$ cat src/rtl/bpu_pkg.sv
`timescale 1ns/1ps
package bpu_pkg;
  // Kind of control-transfer instruction held in a target-buffer entry.
  typedef enum logic [1:0] {
    BK_COND = 2'd0,
    BK_JUMP = 2'd1,
    BK_CALL = 2'd2,
    BK_RET  = 2'd3
  } br_kind_e;
endpackage

$ cat src/rtl/bpu_btb.sv
`timescale 1ns/1ps
module bpu_btb
  import bpu_pkg::*;
#(
  parameter int PC_W  = 32,
  parameter int IDX_W = 4
) (
  input  logic            clk,
  input  logic            rst_n,
  input  logic [PC_W-1:0] lk_pc,
  output logic            lk_hit,
  output logic [PC_W-1:0] lk_target,
  output br_kind_e        lk_kind,
  input  logic            wr_en,
  input  logic [PC_W-1:0] wr_pc,
  input  logic [PC_W-1:0] wr_target,
  input  br_kind_e        wr_kind
);
  localparam int N = 1 << IDX_W;

  logic [N-1:0]    vld_q;
  logic [PC_W-1:0] tag_q [N];
  logic [PC_W-1:0] tgt_q [N];
  br_kind_e        kind_q [N];

  logic [IDX_W-1:0] lk_idx;
  logic [IDX_W-1:0] wr_idx;

  // Word-aligned addresses: the slot comes from the bits just above the byte offset.
  assign lk_idx = lk_pc[IDX_W+1:2];
  assign wr_idx = wr_pc[IDX_W+1:2];

  assign lk_hit    = vld_q[lk_idx] && (tag_q[lk_idx] == lk_pc);
  assign lk_target = tgt_q[lk_idx];
  assign lk_kind   = kind_q[lk_idx];

  always_ff @(posedge clk or negedge rst_n) begin
    if (!rst_n) begin
      vld_q <= '0;
    end else if (wr_en) begin
      vld_q[wr_idx] <= 1'b1;
    end
  end

  always_ff @(posedge clk) begin
    if (wr_en) begin
      tag_q[wr_idx]  <= wr_pc;
      tgt_q[wr_idx]  <= wr_target;
      kind_q[wr_idx] <= wr_kind;
    end
  end


  btb_fill_chk: assert property (@(posedge clk) disable iff (!rst_n)
    wr_en |=> vld_q[$past(wr_idx)]);
endmodule

$ cat src/rtl/bpu_dir_table.sv
`timescale 1ns/1ps
module bpu_dir_table #(
  parameter int HIST_W = 2,
  parameter int PCB_W  = 4
) (
  input  logic             clk,
  input  logic             rst_n,
  input  logic [PCB_W-1:0] lk_pcb,
  output logic             lk_taken,
  input  logic             up_en,
  input  logic             sh_en,
  input  logic [PCB_W-1:0] up_pcb,
  input  logic             up_taken
);
  localparam int IDX_W = HIST_W + PCB_W;
  localparam int N     = 1 << IDX_W;

  logic [HIST_W-1:0] hist_q;
  logic [1:0]        ctr_q [N];
  logic [IDX_W-1:0]  lk_idx;
  logic [IDX_W-1:0]  up_idx;
  logic [1:0]        up_cur;
  logic [1:0]        up_nxt;

  assign lk_idx   = {hist_q, lk_pcb};
  assign up_idx   = {hist_q, up_pcb};
  assign lk_taken = ctr_q[lk_idx][1];
  assign up_cur   = ctr_q[up_idx];

  // Saturating step: no wrap at either end.
  always_comb begin
    up_nxt = up_cur;
    if (up_taken && up_cur != 2'b11) begin
      up_nxt = up_cur + 2'b01;
    end else if (!up_taken && up_cur != 2'b00) begin
      up_nxt = up_cur - 2'b01;
    end
  end

  always_ff @(posedge clk or negedge rst_n) begin
    if (!rst_n) begin
      for (int e = 0; e < N; e++) begin
        ctr_q[e] <= 2'b00;
      end
    end else if (up_en) begin
      ctr_q[up_idx] <= up_nxt;
    end
  end

  generate
    if (HIST_W == 1) begin : g_hist1
      always_ff @(posedge clk or negedge rst_n) begin
        if (!rst_n)     hist_q <= '0;
        else if (sh_en) hist_q <= up_taken;
      end
    end else begin : g_histn
      always_ff @(posedge clk or negedge rst_n) begin
        if (!rst_n)     hist_q <= '0;
        else if (sh_en) hist_q <= {hist_q[HIST_W-2:0], up_taken};
      end
    end
  endgenerate


  hist_shift_chk: assert property (@(posedge clk) disable iff (!rst_n)
    sh_en |=> hist_q[0] == $past(up_taken));

  ctr_sat_top_chk: assert property (@(posedge clk) disable iff (!rst_n)
    (up_en && up_taken && up_cur == 2'b11) |=> ctr_q[$past(up_idx)] == 2'b11);
endmodule

$ cat src/rtl/bpu_ras.sv
`timescale 1ns/1ps
module bpu_ras #(
  parameter int PC_W  = 32,
  parameter int DEPTH = 8
) (
  input  logic            clk,
  input  logic            rst_n,
  input  logic            push,
  input  logic [PC_W-1:0] push_addr,
  input  logic            pop,
  output logic [PC_W-1:0] top_addr,
  output logic            empty
);
  localparam int PTR_W = $clog2(DEPTH);
  localparam int CNT_W = $clog2(DEPTH + 1);

  logic [PC_W-1:0]  stack_q [DEPTH];
  logic [CNT_W-1:0] cnt_q;
  logic [CNT_W-1:0] cnt_m1;
  logic             full;

  assign empty    = (cnt_q == '0);
  assign full     = (cnt_q == CNT_W'(DEPTH));
  assign cnt_m1   = cnt_q - CNT_W'(1);
  assign top_addr = stack_q[cnt_m1[PTR_W-1:0]];

  always_ff @(posedge clk or negedge rst_n) begin
    if (!rst_n) begin
      cnt_q <= '0;
    end else if (push && !full) begin
      cnt_q <= cnt_q + CNT_W'(1);
    end else if (pop && !empty) begin
      cnt_q <= cnt_m1;
    end
  end

  always_ff @(posedge clk) begin
    if (push && !full) begin
      stack_q[cnt_q[PTR_W-1:0]] <= push_addr;
    end
  end


  ras_full_hold_chk: assert property (@(posedge clk) disable iff (!rst_n)
    (push && full) |=> ($stable(cnt_q) && $stable(top_addr)));

  ras_empty_pop_chk: assert property (@(posedge clk) disable iff (!rst_n)
    (pop && empty && !push) |=> empty);
endmodule

$ cat src/rtl/bpu_next_pc.sv
`timescale 1ns/1ps
module bpu_next_pc
  import bpu_pkg::*;
#(
  parameter int PC_W      = 32,
  parameter int BTB_IDX_W = 4,
  parameter int HIST_W    = 2,
  parameter int PCB_W     = 4,
  parameter int RAS_DEPTH = 8
) (
  input  logic            clk,
  input  logic            rst_n,
  input  logic            lk_valid,
  output logic            lk_ready,
  input  logic [PC_W-1:0] lk_pc,
  output logic            pd_valid,
  input  logic            pd_ready,
  output logic [PC_W-1:0] pd_next_pc,
  output logic            pd_taken,
  input  logic            rs_valid,
  input  logic [PC_W-1:0] rs_pc,
  input  logic [PC_W-1:0] rs_target,
  input  logic [1:0]      rs_kind,
  input  logic            rs_taken
);
  logic [PC_W-1:0] pc_plus;
  logic            btb_hit;
  logic [PC_W-1:0] btb_tgt;
  br_kind_e        btb_kind;
  logic            dir_taken;
  logic [PC_W-1:0] ras_top;
  logic            ras_empty;
  logic            fire;
  logic            ras_push;
  logic            ras_pop;
  br_kind_e        rs_kind_e;

  assign rs_kind_e = br_kind_e'(rs_kind);
  assign pc_plus   = lk_pc + PC_W'(4);
  assign fire      = lk_valid && pd_ready;
  assign lk_ready  = pd_ready;
  assign pd_valid  = lk_valid;

  bpu_btb #(.PC_W(PC_W), .IDX_W(BTB_IDX_W)) u_btb (
    .clk       (clk),
    .rst_n     (rst_n),
    .lk_pc     (lk_pc),
    .lk_hit    (btb_hit),
    .lk_target (btb_tgt),
    .lk_kind   (btb_kind),
    .wr_en     (rs_valid),
    .wr_pc     (rs_pc),
    .wr_target (rs_target),
    .wr_kind   (rs_kind_e)
  );

  bpu_dir_table #(.HIST_W(HIST_W), .PCB_W(PCB_W)) u_dir (
    .clk      (clk),
    .rst_n    (rst_n),
    .lk_pcb   (lk_pc[PCB_W+1:2]),
    .lk_taken (dir_taken),
    .up_en    (rs_valid && rs_kind_e == BK_COND),
    .sh_en    (rs_valid),
    .up_pcb   (rs_pc[PCB_W+1:2]),
    .up_taken (rs_taken)
  );

  bpu_ras #(.PC_W(PC_W), .DEPTH(RAS_DEPTH)) u_ras (
    .clk       (clk),
    .rst_n     (rst_n),
    .push      (ras_push),
    .push_addr (pc_plus),
    .pop       (ras_pop),
    .top_addr  (ras_top),
    .empty     (ras_empty)
  );

  assign ras_push = fire && btb_hit && btb_kind == BK_CALL;
  assign ras_pop  = fire && btb_hit && btb_kind == BK_RET;

  always_comb begin
    pd_taken   = 1'b0;
    pd_next_pc = pc_plus;
    if (btb_hit) begin
      unique case (btb_kind)
        BK_COND: begin
          pd_taken   = dir_taken;
          pd_next_pc = dir_taken ? btb_tgt : pc_plus;
        end
        BK_JUMP, BK_CALL: begin
          pd_taken   = 1'b1;
          pd_next_pc = btb_tgt;
        end
        BK_RET: begin
          pd_taken   = !ras_empty;
          pd_next_pc = ras_empty ? pc_plus : ras_top;
        end
        default: ;
      endcase
    end
  end


  miss_next_chk: assert property (@(posedge clk) disable iff (!rst_n)
    (lk_valid && !btb_hit) |-> (pd_next_pc == lk_pc + PC_W'(4) && !pd_taken));

  taken_needs_hit_chk: assert property (@(posedge clk) disable iff (!rst_n)
    pd_taken |-> btb_hit);

  ras_idle_chk: assert property (@(posedge clk) disable iff (!rst_n)
    !fire |=> ($stable(ras_empty) && $stable(ras_top)));
endmodule

$ cat config.mk
export PLATFORM = sky130hd
export DESIGN_NAME = bpu_next_pc
export DESIGN_NICKNAME = d
export VERILOG_FILES = /design/src/rtl/bpu_pkg.sv /design/src/rtl/bpu_btb.sv /design/src/rtl/bpu_dir_table.sv /design/src/rtl/bpu_ras.sv /design/src/rtl/bpu_next_pc.sv
export SDC_FILE = /design/constraint.sdc
export NUM_CORES = 2
export LEC_CHECK = 0
export BUFFER_PORTS_ARGS = -buffer_cell sky130_fd_sc_hd__clkbuf_2
export CAP_MARGIN = 10
export CORE_UTILIZATION = 53
export CTS_BUF_LIST = sky130_fd_sc_hd__clkbuf_4 sky130_fd_sc_hd__clkbuf_8 sky130_fd_sc_hd__clkbuf_16
export DETAILED_ROUTE_END_ITERATION = 7
export PLACE_DENSITY_LB_ADDON = 0.1
export SYNTH_ARGS = -nofsm -noshare
export SYNTH_HDL_FRONTEND = slang
export SYNTH_SLANG_ARGS = --single-unit
$ cat constraint.sdc
create_clock -name clk -period 7.05 [get_ports clk]
set_clock_uncertainty 0.1 [all_clocks]
set_input_delay 0 -clock clk [delete_from_list [all_inputs] [get_ports clk]]
set_output_delay 0 -clock clk [all_outputs]
set_load 0.02 [all_outputs]
==> flow_metrics.env <==
export IMPL_critPathLaunch="u_btb.tag_q[15][13]"
export IMPL_cts_tree="built"
export IMPL_p_per_area_nw_per_um2=279
export IMPL_post_route_period_util=0.761
export IMPL_drt_total_wl_um=160000
export IMPL_syn_to_final_growth_pct=14.1
export IMPL_yosys_warnings=0
export IMPL_p_clk_frac=0.415
export IMPL_fin_ws_ns=1.69
export IMPL_drt_vias_per_instance=6.35
export IMPL_final_cell_mix="edfxtp_1, mux4_2, nand2_1"
export IMPL_total_power_mw=18.9
export IMPL_num_vias=32300
export IMPL_io_buffers=138
export IMPL_yosysTopAreaCellShare=0.661
export IMPL_rows=122
export IMPL_cts_buffers=152
export IMPL_intPower_mw=14.7
export IMPL_switching_share=0.223
export IMPL_crit_type="register to output port"
export IMPL_comb_power_share=0.071
export IMPL_final_nets=3585
export IMPL_cts_resized=0
export IMPL_die_h_um=337
export IMPL_pin_count=139
export IMPL_ys_seq_elements=1462
export IMPL_arrival_ns=5.26
export IMPL_finish_utilization=0.612
export IMPL_clock_latency_ns=0.78
export IMPL_cts_root_buf="clkbuf_16"
export IMPL_synth_distinct_cells=85
export IMPL_max_clock_freq_mhz=187
export IMPL_clock_sinks=1462
export IMPL_routedWlPerCell_um=31.4
export IMPL_first_pass_iters=5
export IMPL_cp_start_kind="register"
export IMPL_grt_pass1_wl_um=230000
export IMPL_h_tree_depth=4
export IMPL_synth_compound_area_frac=0.0378
export IMPL_status="finished, final reports clean"
export IMPL_antenna_found_initial=10
export IMPL_post_cts_buffers=0
export IMPL_start_util=0.536
export IMPL_synth_xor_area_share=0.00674
export IMPL_netlist_instances=3197
export IMPL_synth_top_area_cell="edfxtp_1"
export IMPL_setup_viol=0
export IMPL_drc_errors=0
export IMPL_synth_simple_area_share=0.0466
export IMPL_synth_edff_count=1312
export IMPL_ant_nets=0
export IMPL_rsz0062_at_grt="no"
export IMPL_reg2reg_to="u_ras.stack_q[7][11]"
export IMPL_final_common_cell="edfxtp_1"
export IMPL_syn_cell_area_um2=59600
export IMPL_grt_overflow=0
export IMPL_vdd_drop_max_uv=235
export IMPL_clk_path_buf_depth=3
export IMPL_cp_cell_sequence="mux4_2 -> a22o_1 -> a221oi_2 -> xor2_1 -> nand3b_1 -> or4_1 -> nor3_1 -> nand2_1 -> buf_8 -> o22ai_1 -> clkbuf_2"
export IMPL_cts_hold_buf=90
export IMPL_grt_pass1_vias=32700
export IMPL_cp_num_buf_inv=2
export IMPL_drive_gt1_frac=0.250
export IMPL_synth_fa_ha_area_frac=0.00168
export IMPL_relSlewSlack=0.204
export IMPL_clkTransAtPathRegs_ns=0.06
export IMPL_cp_end_kind="output port"
export IMPL_nFillCells=8087
export IMPL_cp_top_family="simple AND/OR/NAND/NOR gates"
export IMPL_synth_top_family_by_area="multiplexers"
export IMPL_muxShareOfSynthArea=0.165
export IMPL_drv_cap=0
export IMPL_grt_max_degree=113
export IMPL_crit_cells=11
export IMPL_place_ws_ns=1.48
export IMPL_avgSynthCellArea_um2=18.6
export IMPL_slowest_delay_ns=0.67
export IMPL_crit_path_max_fanout=17
export IMPL_r2r_start="u_btb.tag_q[15][13]"
export IMPL_p_seq_frac=0.514
export IMPL_p_switching_mw=4.23
export IMPL_cp_slowest_cell="or4_1"
export IMPL_reg2regPathDepth=10
export IMPL_grt_usage=0.286
export IMPL_reg2reg_setup_slack_ns=2.19
export IMPL_finalCriticalPeriod_ns=5.36
export IMPL_dieArea_um2=114000
export IMPL_gp_congestion=0.910
export IMPL_leakage_nw=22.7
export IMPL_holdWs_ns=0.0602
export IMPL_hold_viol_final=0
export IMPL_ys_flop_type="edfxtp_1"
export IMPL_critical_path_endpoint="pd_next_pc[27]"
export IMPL_hold_path_class="input port to register"
export IMPL_required_ns=6.95
export IMPL_synth_area_top_cells="edfxtp_1, mux4_2, dfrtp_1, mux2i_1, nand2_1"
export IMPL_tns_ns=0
export IMPL_die_w_um=337
export IMPL_async_flop_share=0.103
export IMPL_ys_seq_area_frac=0.724
export IMPL_syn_nets=3309
export IMPL_coreArea_um2=111000
export IMPL_hpwlAfterDp_um=96600
export IMPL_final_max_slew_violation_count=0
export IMPL_tightest_slew_ns=1.19
export IMPL_drtIter0Drc=3291
[kinds of logic (layout without fill, tap and decap cells)]
| kind of cell | after synthesis | count (layout) |
|---|---|---|
| compound gates | 359 | 359 |
| xor+xnor | 45 | 45 |
| fa+ha+maj | 8 | 8 |
| buf+inv | 229 | 626 |
| flops | 1462 | 1462 |
| mux | 524 | 524 |
| other cells | 0 | 3 |
| simple gates | 570 | 570 |
[how the worst min path moves through the flow]
stage	start	to	cells after the start
after detailed placement	rst_n	u_dir.ctr_q[26]	1
after CTS	lk_pc[29]	u_ras.stack_q[5][29]	3
after floorplan	rst_n	u_btb.vld_q[0]	0
after global routing	lk_pc[28]	u_ras.stack_q[7][28]	3
final	lk_pc[29]	u_ras.stack_q[5][29]	3
after global placement	rst_n	u_dir.ctr_q[26]	1
[power groups by stage]
stage                     Sequential [mW]  Clock [mW]  Combinational, mW
after floorplan                      9.88           0              0.760
after global routing                 9.75        8.29               1.43
after global placement               9.89           0               1.27
final                                9.73        7.86               1.35
after detailed placement             9.91           0               1.29
after CTS                            9.73        7.96               1.34
[cell usage after synthesis, drive strengths merged, types with 32 or more instances]
library cell and count:
edfxtp 1312, mux4 362, nand2 250, dfrtp 150, o21ai 146, mux2i 142, nor2 97, buf 93
clkbuf 86, a21oi 49, inv 49, xnor2 35, o22ai 32
[per-stage QoR]
step / instance area [um^2] / instances
finish: 68000 / 5085
global route: 68000 / 5083
CTS: 67900 / 5078
detailed placement: 62100 / 4713
global placement: 62100 / 4713
floorplan: 59600 / 3197
[worst reg2reg max path: stages, from the launching register on]
cell and delay (ns):
edfxtp_1 0.36, mux4_2 0.50, a22o_1 0.28, a221oi_2 0.41
xor2_1 0.28, nand3b_1 0.12, or4_1 0.67, nor2_1 0.16
nand4b_1 0.51, nor2_4 0.73, buf_4 0.39
[cell type report]
type / count / area [um^2] / share of cell area
inverter: 50 / 190 / 0.00280
multi-input combinational: 1506 / 15600 / 0.229
sequential: 1462 / 43200 / 0.635
clock inverter: 72 / 588 / 0.00865
timing repair buffer: 301 / 2290 / 0.0336
antenna: 3 / 7.51 / 0.000110
tap: 1488 / 1860 / 0.0274
clock buffer: 203 / 4330 / 0.0637
[layer usage]
layer  part of all wire  global-route usage  vias up
met1               0.40               0.389    17100
met4              0.037               0.106       16
met3              0.073              0.0520      274
met5            0.00066                   0        -
li1                   -                   -    13500
met2               0.49               0.464     1352
[state kept, by name (all words and copies together), names as in the netlist]
| name | flops |
|---|---|
| u_btb.kind_q | 32 |
| u_btb.tag_q | 512 |
| u_ras.cnt_q | 4 |
| u_btb.vld_q | 16 |
| u_dir.hist_q | 2 |
| u_ras.stack_q | 256 |
| u_dir.ctr_q | 128 |
| u_btb.tgt_q | 512 |
(Power assumes the default switching activity.)
